===== src/rtl/rx_pkg.sv =====
`timescale 1ns/1ps
package rx_pkg;
  typedef enum logic [2:0] {
    RX_IDLE,
    RX_START,
    RX_DATA,
    RX_PAR,
    RX_STOP1,
    RX_STOP2
  } rx_state_e;
endpackage


===== src/rtl/rx_rst_sync.sv =====
`timescale 1ns/1ps
module rx_rst_sync #(
  parameter int STAGES = 2
) (
  input  logic clk,
  input  logic arst_n,
  output logic rst_n_o
);
  logic [STAGES-1:0] chain_q;
  logic [STAGES-1:0] chain_d;

  always_comb chain_d = {chain_q[STAGES-2:0], 1'b1};

  always_ff @(posedge clk or negedge arst_n) begin
    if (!arst_n) chain_q <= '0;
    else         chain_q <= chain_d;
  end

  assign rst_n_o = chain_q[STAGES-1];
endmodule


===== src/rtl/rx_sync.sv =====
`timescale 1ns/1ps
module rx_sync #(
  parameter int STAGES = 2
) (
  input  logic clk,
  input  logic rst_n,
  input  logic din,
  output logic dout
);
  logic [STAGES-1:0] ff_q;

  for (genvar i = 0; i < STAGES; i++) begin : g_stage
    logic d_in;
    if (i == 0) begin : g_first
      assign d_in = din;
    end else begin : g_next
      assign d_in = ff_q[i-1];
    end
    always_ff @(posedge clk or negedge rst_n) begin
      if (!rst_n) ff_q[i] <= 1'b1;
      else        ff_q[i] <= d_in;
    end
  end

  assign dout = ff_q[STAGES-1];
endmodule


===== src/rtl/rx_sampler.sv =====
`timescale 1ns/1ps
module rx_sampler #(
  parameter int OVS     = 16,
  parameter int SMP_MID = 8
) (
  input  logic clk,
  input  logic rst_n,
  input  logic tick,
  input  logic line,
  input  logic restart,
  input  logic run,
  output logic vote_stb,
  output logic vote_bit
);
  localparam int PW = $clog2(OVS);
  localparam logic [PW-1:0] PH_A    = PW'(SMP_MID - 1);
  localparam logic [PW-1:0] PH_B    = PW'(SMP_MID);
  localparam logic [PW-1:0] PH_C    = PW'(SMP_MID + 1);
  localparam logic [PW-1:0] PH_LAST = PW'(OVS - 1);

  logic [PW-1:0] phase_q, phase_d;
  logic          smp_a_q, smp_a_d;
  logic          smp_b_q, smp_b_d;
  logic          adv;

  always_comb begin
    adv     = run && tick && !restart;
    phase_d = phase_q;
    if (restart)  phase_d = '0;
    else if (adv) phase_d = (phase_q == PH_LAST) ? '0 : phase_q + PW'(1);
    smp_a_d  = (adv && phase_d == PH_A) ? line : smp_a_q;
    smp_b_d  = (adv && phase_d == PH_B) ? line : smp_b_q;
    vote_stb = adv && (phase_d == PH_C);
    vote_bit = (smp_a_q & smp_b_q) | (smp_a_q & line) | (smp_b_q & line);
  end

  always_ff @(posedge clk or negedge rst_n) begin
    if (!rst_n) begin
      phase_q <= '0;
      smp_a_q <= 1'b1;
      smp_b_q <= 1'b1;
    end else begin
      phase_q <= phase_d;
      smp_a_q <= smp_a_d;
      smp_b_q <= smp_b_d;
    end
  end
endmodule


===== src/rtl/rx_ctrl.sv =====
`timescale 1ns/1ps
module rx_ctrl
  import rx_pkg::*;
#(
  parameter int DW = 8
) (
  input  logic          clk,
  input  logic          rst_n,
  input  logic          tick,
  input  logic          line,
  input  logic          rx_en,
  input  logic [1:0]    len_sel,
  input  logic          par_en,
  input  logic          par_odd,
  input  logic          two_stop,
  input  logic          vote_stb,
  input  logic          vote_bit,
  output logic          restart,
  output logic          run,
  output logic [DW-1:0] data_o,
  output logic          valid_o,
  output logic          perr_o,
  output logic          ferr_o
);
  localparam int MIN_BITS = DW - 3;
  localparam int CW       = $clog2(DW);

  rx_state_e     state_q, state_d;
  logic          prev_q, prev_d;
  logic [DW-1:0] shreg_q, shreg_d;
  logic [CW-1:0] cnt_q, cnt_d;
  logic          par_q, par_d;
  logic          pbad_q, pbad_d;
  logic [DW-1:0] data_q, data_d;
  logic          valid_q, valid_d, perr_q, perr_d, ferr_q, ferr_d;
  logic [CW-1:0] last_idx, shift_amt;
  logic [DW-1:0] aligned;

  always_comb begin
    last_idx  = CW'(MIN_BITS - 1) + CW'(len_sel);
    shift_amt = CW'(DW - MIN_BITS) - CW'(len_sel);
    aligned   = shreg_q >> shift_amt;
    restart   = rx_en && tick && prev_q && !line && (state_q == RX_IDLE);
    run       = (state_q != RX_IDLE);
    prev_d    = tick ? line : prev_q;

    state_d = state_q;
    shreg_d = shreg_q;
    cnt_d   = cnt_q;
    par_d   = par_q;
    pbad_d  = pbad_q;
    data_d  = data_q;
    valid_d = 1'b0;
    perr_d  = 1'b0;
    ferr_d  = 1'b0;

    unique case (state_q)
      RX_IDLE: if (restart) state_d = RX_START;
      RX_START: if (vote_stb) begin
        if (vote_bit) state_d = RX_IDLE;
        else begin
          state_d = RX_DATA;
          cnt_d   = '0;
          par_d   = 1'b0;
          pbad_d  = 1'b0;
        end
      end
      RX_DATA: if (vote_stb) begin
        shreg_d = {vote_bit, shreg_q[DW-1:1]};
        par_d   = par_q ^ vote_bit;
        cnt_d   = cnt_q + CW'(1);
        if (cnt_q == last_idx) state_d = par_en ? RX_PAR : RX_STOP1;
      end
      RX_PAR: if (vote_stb) begin
        pbad_d  = ((par_q ^ vote_bit) != par_odd);
        state_d = RX_STOP1;
      end
      RX_STOP1: if (vote_stb) begin
        state_d = RX_IDLE;
        if (pbad_q)        perr_d = 1'b1;
        else if (!vote_bit) ferr_d = 1'b1;
        else if (two_stop)  state_d = RX_STOP2;
        else begin
          valid_d = 1'b1;
          data_d  = aligned;
        end
      end
      RX_STOP2: if (vote_stb) begin
        state_d = RX_IDLE;
        if (!vote_bit) ferr_d = 1'b1;
        else begin
          valid_d = 1'b1;
          data_d  = aligned;
        end
      end
      default: state_d = RX_IDLE;
    endcase

    if (!rx_en) begin
      state_d = RX_IDLE;
      valid_d = 1'b0;
      perr_d  = 1'b0;
      ferr_d  = 1'b0;
    end
  end

  always_ff @(posedge clk or negedge rst_n) begin
    if (!rst_n) begin
      state_q <= RX_IDLE;
      prev_q  <= 1'b1;
      shreg_q <= '0;
      cnt_q   <= '0;
      par_q   <= 1'b0;
      pbad_q  <= 1'b0;
      data_q  <= '0;
      valid_q <= 1'b0;
      perr_q  <= 1'b0;
      ferr_q  <= 1'b0;
    end else begin
      state_q <= state_d;
      prev_q  <= prev_d;
      shreg_q <= shreg_d;
      cnt_q   <= cnt_d;
      par_q   <= par_d;
      pbad_q  <= pbad_d;
      data_q  <= data_d;
      valid_q <= valid_d;
      perr_q  <= perr_d;
      ferr_q  <= ferr_d;
    end
  end

  assign data_o  = data_q;
  assign valid_o = valid_q;
  assign perr_o  = perr_q;
  assign ferr_o  = ferr_q;
endmodule


===== src/rtl/serial_char_rx.sv =====
`timescale 1ns/1ps
module serial_char_rx #(
  parameter int DATA_W      = 8,
  parameter int OVS         = 16,
  parameter int SMP_MID     = 8,
  parameter int SYNC_STAGES = 2
) (
  input  logic              clk,
  input  logic              arst_n,
  input  logic              os_tick,
  input  logic              rx_serial,
  input  logic              rx_en,
  input  logic [1:0]        len_sel,
  input  logic              par_en,
  input  logic              par_odd,
  input  logic              two_stop,
  output logic [DATA_W-1:0] char_data,
  output logic              char_valid,
  output logic              par_err,
  output logic              frame_err
);
  logic rst_n;
  logic line_s;
  logic restart, run;
  logic vote_stb, vote_bit;

  rx_rst_sync #(.STAGES(2)) u_rst (
    .clk(clk), .arst_n(arst_n), .rst_n_o(rst_n)
  );

  rx_sync #(.STAGES(SYNC_STAGES)) u_sync (
    .clk(clk), .rst_n(rst_n), .din(rx_serial), .dout(line_s)
  );

  rx_sampler #(.OVS(OVS), .SMP_MID(SMP_MID)) u_smp (
    .clk(clk), .rst_n(rst_n), .tick(os_tick), .line(line_s),
    .restart(restart), .run(run),
    .vote_stb(vote_stb), .vote_bit(vote_bit)
  );

  rx_ctrl #(.DW(DATA_W)) u_ctrl (
    .clk(clk), .rst_n(rst_n), .tick(os_tick), .line(line_s),
    .rx_en(rx_en), .len_sel(len_sel), .par_en(par_en),
    .par_odd(par_odd), .two_stop(two_stop),
    .vote_stb(vote_stb), .vote_bit(vote_bit),
    .restart(restart), .run(run),
    .data_o(char_data), .valid_o(char_valid),
    .perr_o(par_err), .ferr_o(frame_err)
  );
endmodule


===== config.mk =====
export PLATFORM = sky130hd
export DESIGN_NAME = serial_char_rx
export DESIGN_NICKNAME = d
export VERILOG_FILES = /design/src/rtl/rx_pkg.sv /design/src/rtl/rx_rst_sync.sv /design/src/rtl/rx_sync.sv /design/src/rtl/rx_sampler.sv /design/src/rtl/rx_ctrl.sv /design/src/rtl/serial_char_rx.sv
export SDC_FILE = /design/constraint.sdc
export NUM_CORES = 1
export LEC_CHECK = 0
export ABC_AREA = 1
export BUFFER_PORTS_ARGS = -buffer_cell sky130_fd_sc_hd__buf_2
export CORE_MARGIN = 1.5
export CORE_UTILIZATION = 25
export CTS_CLUSTER_DIAMETER = 30
export DETAILED_ROUTE_END_ITERATION = 12
export MAX_ROUTING_LAYER = met4
export PLACE_DENSITY = 0.36
export RECOVER_POWER = 25
export SLEW_MARGIN = 10
export SYNTH_ARGS = -nofsm -noshare
export SYNTH_HDL_FRONTEND = slang
export SYNTH_SLANG_ARGS = --single-unit

===== constraint.sdc =====
create_clock -name clk -period 3.85 [get_ports clk]
set_clock_uncertainty 0.15 [all_clocks]
set_input_delay 0.1925 -clock clk [delete_from_list [all_inputs] [get_ports clk]]
set_output_delay 0.1925 -clock clk [all_outputs]
set_load 0.01 [all_outputs]

==> results of run 1 <==
==> path summary, 6_finish.rpt <==
path | slack (ns) | depth (start not counted) | startpoint | endpoint
max | 1.57 | 11 | u_smp.phase_q[1]$_DFF_PN0_ | u_ctrl.par_q$_DFFE_PN0P_
min | 0.02 | 2 | os_tick | u_ctrl.prev_q$_DFFE_PN1P_
max reg2reg | 1.57 | 11 | u_smp.phase_q[1]$_DFF_PN0_ | u_ctrl.par_q$_DFFE_PN0P_
min reg2reg | 0.20 | 0 | u_rst.chain_q[0]$_DFF_PN0_ | u_rst.chain_q[1]$_DFF_PN0_
max in group asynchronous | 1.62 | 1 | u_rst.chain_q[1]$_DFF_PN0_ | u_smp.phase_q[2]$_DFF_PN0_
min in group asynchronous | 0.05 | 2 | arst_n | u_rst.chain_q[0]$_DFF_PN0_
==> state kept, by name, indices dropped and copies added (netlist names), 2 cells and up <==
| signal | cells |
|---|---|
| u_rst.chain_q | 2 |
| u_ctrl.cnt_q | 3 |
| u_smp.phase_q | 4 |
| u_ctrl.shreg_q | 8 |
| u_ctrl.data_o | 8 |
| u_ctrl.state_q | 3 |
==> report_power, final <==
part	total, mW	leakage (nW)	switching (mW)	internal [mW]
Combinational	0.529	0.723	0.352	0.177
Clock	0.417	0.0683	0.158	0.260
Sequential	0.557	0.462	0.0702	0.487
==> metal layers <==
metal,global-route usage,wire length (um)
met3,0.0299,127
met5,-,0
met1,0.176,2550
met2,0.179,1970
met4,0.0410,87
==> Yosys cell counts, types with 2 or more instances <==
cell type	n
inv_1	26
nand4_1	12
dfrtp_1	33
nor2_2	5
nand2_1	73
inv_2	3
nand2_4	3
xnor2_1	2
a21oi_1	8
mux2i_1	3
nor2_4	3
nor3_1	4
ha_1	2
nand3_4	2
o21ai_0	17
nand3_1	15
nor2_1	13
o21ai_1	7
dfstp_2	5
clkbuf_1	2
==> stage by stage <==
| step | util | hold slack (ns) | total power [mW] | instance area (um2) | instances |
|---|---|---|---|---|---|
| after floorplan | - | -0.253 | 0.977 | 2070 | 253 |
| after global placement | 0.290 | -0.171 | 1.10 | 2280 | 372 |
| after detailed placement | 0.290 | -0.170 | 1.10 | 2280 | 372 |
| after CTS | 0.310 | 0.0148 | 1.52 | 2430 | 382 |
| after global routing | 0.309 | 0.0391 | 1.63 | 2430 | 382 |
| final | 0.309 | 0.0205 | 1.50 | 2430 | 382 |
==> timing repair <==
action	in CTS	in global routing
setup endpoints to repair	0	0
hold buffers	2	0
endpoints found under the hold margin	3	0
==> critical path, stage by stage (launching register included) <==
cell,delay [ns]
dfrtp_1,0.42
ha_1,0.22
nand3_1,0.14
nand2_1,0.07
nand3_1,0.11
nand3_4,0.10
nor2_4,0.14
inv_1,0.06
nor2_2,0.38
o21ai_1,0.24
nand2_1,0.10
nand2_1,0.05
==> cell families (layout without fill, tap and decap cells) <==
family,Yosys count,after routing
AO/OA/AOI/OAI,35,35
multiplexers,3,3
buffers and inverters,34,61
XOR/XNOR,3,3
other,1,1
adder cells (fa/ha/maj),3,3
AND/OR/NAND/NOR,136,136
flip-flops,38,38
==> layout make-up <==
class | instances | area [um2] | share of cell area
flip-flops and latches | 38 | 957 | 0.394
clock inverters | 3 | 68.8 | 0.0283
multi-input cells | 181 | 971 | 0.400
well taps | 102 | 128 | 0.0526
clock buffers | 5 | 68.8 | 0.0283
inverters | 30 | 113 | 0.0464
repair buffers | 23 | 123 | 0.0505
==> flow_summary_export.csv, run 1 <==
group,metric,value,unit
run_status,outcome,"complete, but fails checks",
run_status,violations,"capacitance limit, slew limit",
timing,hold_viol_final,0,
critical_path,end_kind,"flop",
final_layout,mostFrequentLayoutCells,"nand2_1, dfrtp_1, inv_1, buf_2, o21ai_0",
cts,cts_root_buffer,"clkbuf_8",
synthesis,ys_dominant_reg_cell,"dfrtp_1",
route,drt-pass1-iter-count,4,
worst_hold_path,holdCritPathClass,"in -> reg",
timing,maxSlewHeadroom,-0.357,
timing,setup_viol,0,
cts,cts_tree,"done",
timing,fin_crit_sh,0.592,
die,die_w,93.9,um
synthesis,synthCells,253,
synthesis,synth_seq_area_share,0.463,
placed_design,place.gp.congestion,0.787,
route,ant_nets,0,
placed_design,dp_worst_setup_slack,1.54,ns
cts,cts_buffers,5,
global_route,grt_first_pass_wirelength,8.29,mm
cts,post-cts-setup-buffers,0,
cts,clk_latency,0.29,ns
critical_path,path_max_fanout,12,
die,rows,32,
synthesis,synth.area.mux_share,0.0145,
critical_path,cp.required,3.89,ns
global_route,grt_pass1_vias,1672,
synthesis,syn_area,2070,um2
synthesis,synth_top_area_share,0.400,
timing,finalSetupTns,0,ns
timing,rsz0062_at_grt,"false",
synthesis,synthSimpleGateAreaFrac,0.334,
timing,setup_ws,1.57,ns
critical_path,cp_data_arrival_time,2.32,ns
synthesis,syn-num-nets,265,
power_and_ir_drop,power.leakage,1.25,nW
route,wl,4.74,mm
synthesis,yosys.area_share.adder,0.0169,
flow_run,drv_cap,1,
critical_path,critical_path_class,"reg -> reg",
critical_path,cp-start-kind,"flop",
final_layout,area_growth,17.5,%
die,start_util,0.263,
final_layout,drive_above_1_share,0.193,
timing,slew_viol_final,37,
synthesis,synthXorXnorAreaFrac,0.0127,
die,dieArea,8820,um2
synthesis,yosys_register_bits,38,
placed_design,io_buffers,20,
timing,worstMarginPinSlew,2.04,ns
power_and_ir_drop,p_per_area,619,nW/um2
synthesis,synth-edff-count,0,
final_layout,final_nets,291,
final_layout,insertedDiodeCount,0,
placed_design,dp_hpwl,3.55,mm
route,vias,1657,
synthesis,yosys_warnings,0,
synthesis,async_flop_share,1.00,
final_layout,fillerInstances,896,
cts,clk_pin_slew,0.08,ns
die,coreArea,7850,um2
global_route,gr-total-overflow,0,
synthesis,post-synth-top-area-cell,"dfrtp_1",
global_route,grt_max_degree,37,
die,ioPinCount,21,
synthesis,synth_top_family_by_area,"simple AND/OR/NAND/NOR gates",
timing,fin_crit,2.28,ns
route,drc_errors,0,
cts,htree_levels,2,
synthesis,synth_cell_type_count,35,
route,wl_per_cell,12.4,um
cts,clock-sinks,38,
synthesis,synth.area.top_cells,"dfrtp_1, nand2_1, dfstp_2, inv_1, o21ai_0",
cts,post_cts_resized,0,
synthesis,syn_avg_cell_area,8.17,um2
timing,fmax,0.438,GHz
die,die_h,93.9,um
synthesis,synth_compound_area_frac,0.0902,
cts,clockBufferDepth,2,
route,drt_iter0_markers,62,
global_route,grtUsageTotal,0.126,
final_layout,final_common_cell,"nand2_1",
route,vias_per_cell,4.34,
power_and_ir_drop,ir_worst_vdd,0.181,mV
global_route,antenna_found_initial,0,
(Power assumes the default switching activity.)
==> run 2, diff against run 1 <==
clock period = 2.17 ns   (was 3.85 ns; I/O delays follow)
==> run 2 against run 1 <==
The run now ends clean; core utilization rose by 0.61 points; setup slack worse by 1.4 ns; cell count rose by 2.4%; routed wire length down 0.15%; design area up 2.0%; global-route usage is 0.24 points lower; critical endpoint is now u_ctrl.data_o[5]$_DFFE_PN0P_; largest cell class unchanged.
==> flow_summary_export.csv, run 2 (synthesized netlist as in run 1, its figures left out) <==
group,metric,value,unit
critical_path,cp-start-kind,"flop",
die,rows,32,
timing,timing.hold.ws,0.0942,ns
critical_path,r2r_cells,11,
critical_path,cp.required,2.26,ns
timing,fmax,0.506,GHz
route,ant_nets,0,
route,vias_per_cell,4.37,
timing,setup_viol,0,
placed_design,dp_hpwl,3.58,mm
cts,clk_pin_slew,0.08,ns
timing,maxSlewHeadroom,0.372,
cts,clockBufferDepth,2,
placed_design,place_area,2310,um2
global_route,grtUsageTotal,0.124,
cts,cts_root_buffer,"clkbuf_8",
flow_run,drv_cap,0,
route,wl_per_cell,12.1,um
final_layout,final_common_cell,"nand2_1",
cts,cts_tree,"done",
critical_path,critical_path.cell_chain,"ha_1, nand3_2, nand2_1, nand3_1, nand3_4, nor2_4, inv_1, nor2_4, buf_4, nand4_1, nand2_1",
global_route,grt_first_pass_wirelength,8.35,mm
critical_path,rr_endpoint,"u_ctrl.data_o[5]$_DFFE_PN0P_",
timing,worstMarginPinSlew,0.942,ns
critical_path,max_stage_delay,0.42,ns
cts,clk_latency,0.29,ns
die,ioPinCount,21,
timing,rsz0062_at_grt,"false",
timing,fin_crit,1.98,ns
timing,finalSetupTns,0,ns
route,drt-pass1-iter-count,4,
die,die_h,93.9,um
critical_path,end_kind,"flop",
worst_hold_path,min_to,"u_ctrl.data_o[2]$_DFFE_PN0P_",
die,coreArea,7850,um2
power_and_ir_drop,power.total,2.50,mW
critical_path,r2r-start,"u_smp.phase_q[1]$_DFF_PN0_",
cts,post-cts-setup-buffers,0,
final_layout,drive_above_1_share,0.215,
placed_design,place.gp.congestion,0.794,
die,dieArea,8820,um2
critical_path,cp_slowest_cell,"dfrtp_1",
worst_hold_path,holdCritPathClass,"in -> reg",
power_and_ir_drop,p_per_area,1010,nW/um2
critical_path,cp_data_arrival_time,2.06,ns
final_layout,final_nets,300,
global_route,antenna_found_initial,0,
final_layout,insertedDiodeCount,0,
route,drt_iter0_markers,66,
power_and_ir_drop,ir_worst_vdd,0.291,mV
route,vias,1708,
final_layout,mostFrequentLayoutCells,"nand2_1, dfrtp_1, inv_1, buf_2, o21ai_0",
die,die_w,93.9,um
timing,fin_crit_sh,0.911,
critical_path,r2r_slack,0.19,ns
global_route,grt_pass1_vias,1733,
cts,cts_buffers,5,
route,drc_errors,0,
run_status,outcome,"completed",
global_route,gr-total-overflow,0,
timing,slew_viol_final,0,
final_layout,final_area,2480,um2
worst_hold_path,hold_start,"len_sel[1]",
route,wl,4.73,mm
cts,htree_levels,2,
power_and_ir_drop,power.leakage,1.28,nW
critical_path,critical_path_class,"reg -> reg",
worst_hold_path,hold_depth,4,
critical_path,path_max_fanout,8,
cts,clock-sinks,38,
final_layout,area_growth,19.8,%
die,start_util,0.263,
placed_design,io_buffers,20,
timing,hold_viol_final,0,
global_route,grt_max_degree,37,
==> run 2: metal layers <==
metal / vias to the layer above / GRT usage / wire length [um] / share of wire
met3: 5 / 0.0259 / 134 / 0.028
met2: 22 / 0.182 / 2070 / 0.44
met4: 0 / 0.0435 / 53 / 0.011
met1: 787 / 0.169 / 2480 / 0.52
li1: 894 / - / - / -
met5: - / - / 0 / 0
==> run 2: repair_timing <==
item | in CTS | in global routing
hold buffers | 6 | 0
setup endpoints to repair | 0 | 12
gates resized for setup | 0 | 2
endpoints found under the hold margin | 7 | 0
==> run 2: critical path: cells and delay by family (launching register included) <==
kind,cells,cell delay (ns)
buffers and inverters,2,0.26
flip-flops,1,0.42
AND/OR/NAND/NOR,8,0.84
adder cells (fa/ha/maj),1,0.23
==> run 2: final cells by class <==
class	count	area, um2
repair buffers	32	203
well taps	102	128
inverters	30	113
flip-flops and latches	38	957
fillers	900	5370
clock inverters	2	12.5
clock buffers	6	82.6
multi-input cells	181	981
==> run 2: report_power, final <==
part | leakage (nW) | internal (mW) | switching, mW
registers | 0.462 | 0.864 | 0.125
clock network | 0.0472 | 0.256 | 0.267
logic | 0.772 | 0.347 | 0.641
total | 1.28 | 1.47 | 1.03
==> run 2: worst max path at each step <==
stage,from,to,slack (ns),cells past startpoint
after floorplan,u_smp.phase_q[0]$_DFF_PN0_,u_ctrl.shreg_q[2]$_DFFE_PN0P_,0.36,10
after global routing,u_ctrl.state_q[2]$_DFFE_PN0P_,u_ctrl.data_o[3]$_DFFE_PN0P_,0.003,11
after CTS,u_smp.phase_q[1]$_DFF_PN0_,u_ctrl.par_q$_DFFE_PN0P_,0.08,11
after global placement,u_smp.phase_q[1]$_DFF_PN0_,u_ctrl.cnt_q[2]$_DFFE_PN0P_,0.14,11
after detailed placement,u_smp.phase_q[1]$_DFF_PN0_,u_ctrl.par_q$_DFFE_PN0P_,0.09,11
final,u_smp.phase_q[1]$_DFF_PN0_,u_ctrl.data_o[5]$_DFFE_PN0P_,0.19,11
==> run 2: stage by stage <==
stage / util / setup slack [ns] / cells
floorplan: - / 0.360 / 253
global placement: 0.295 / 0.138 / 377
detailed placement: 0.295 / 0.0944 / 377
CTS: 0.315 / 0.0789 / 391
global route: 0.316 / 0.00285 / 391
finish: 0.316 / 0.192 / 391
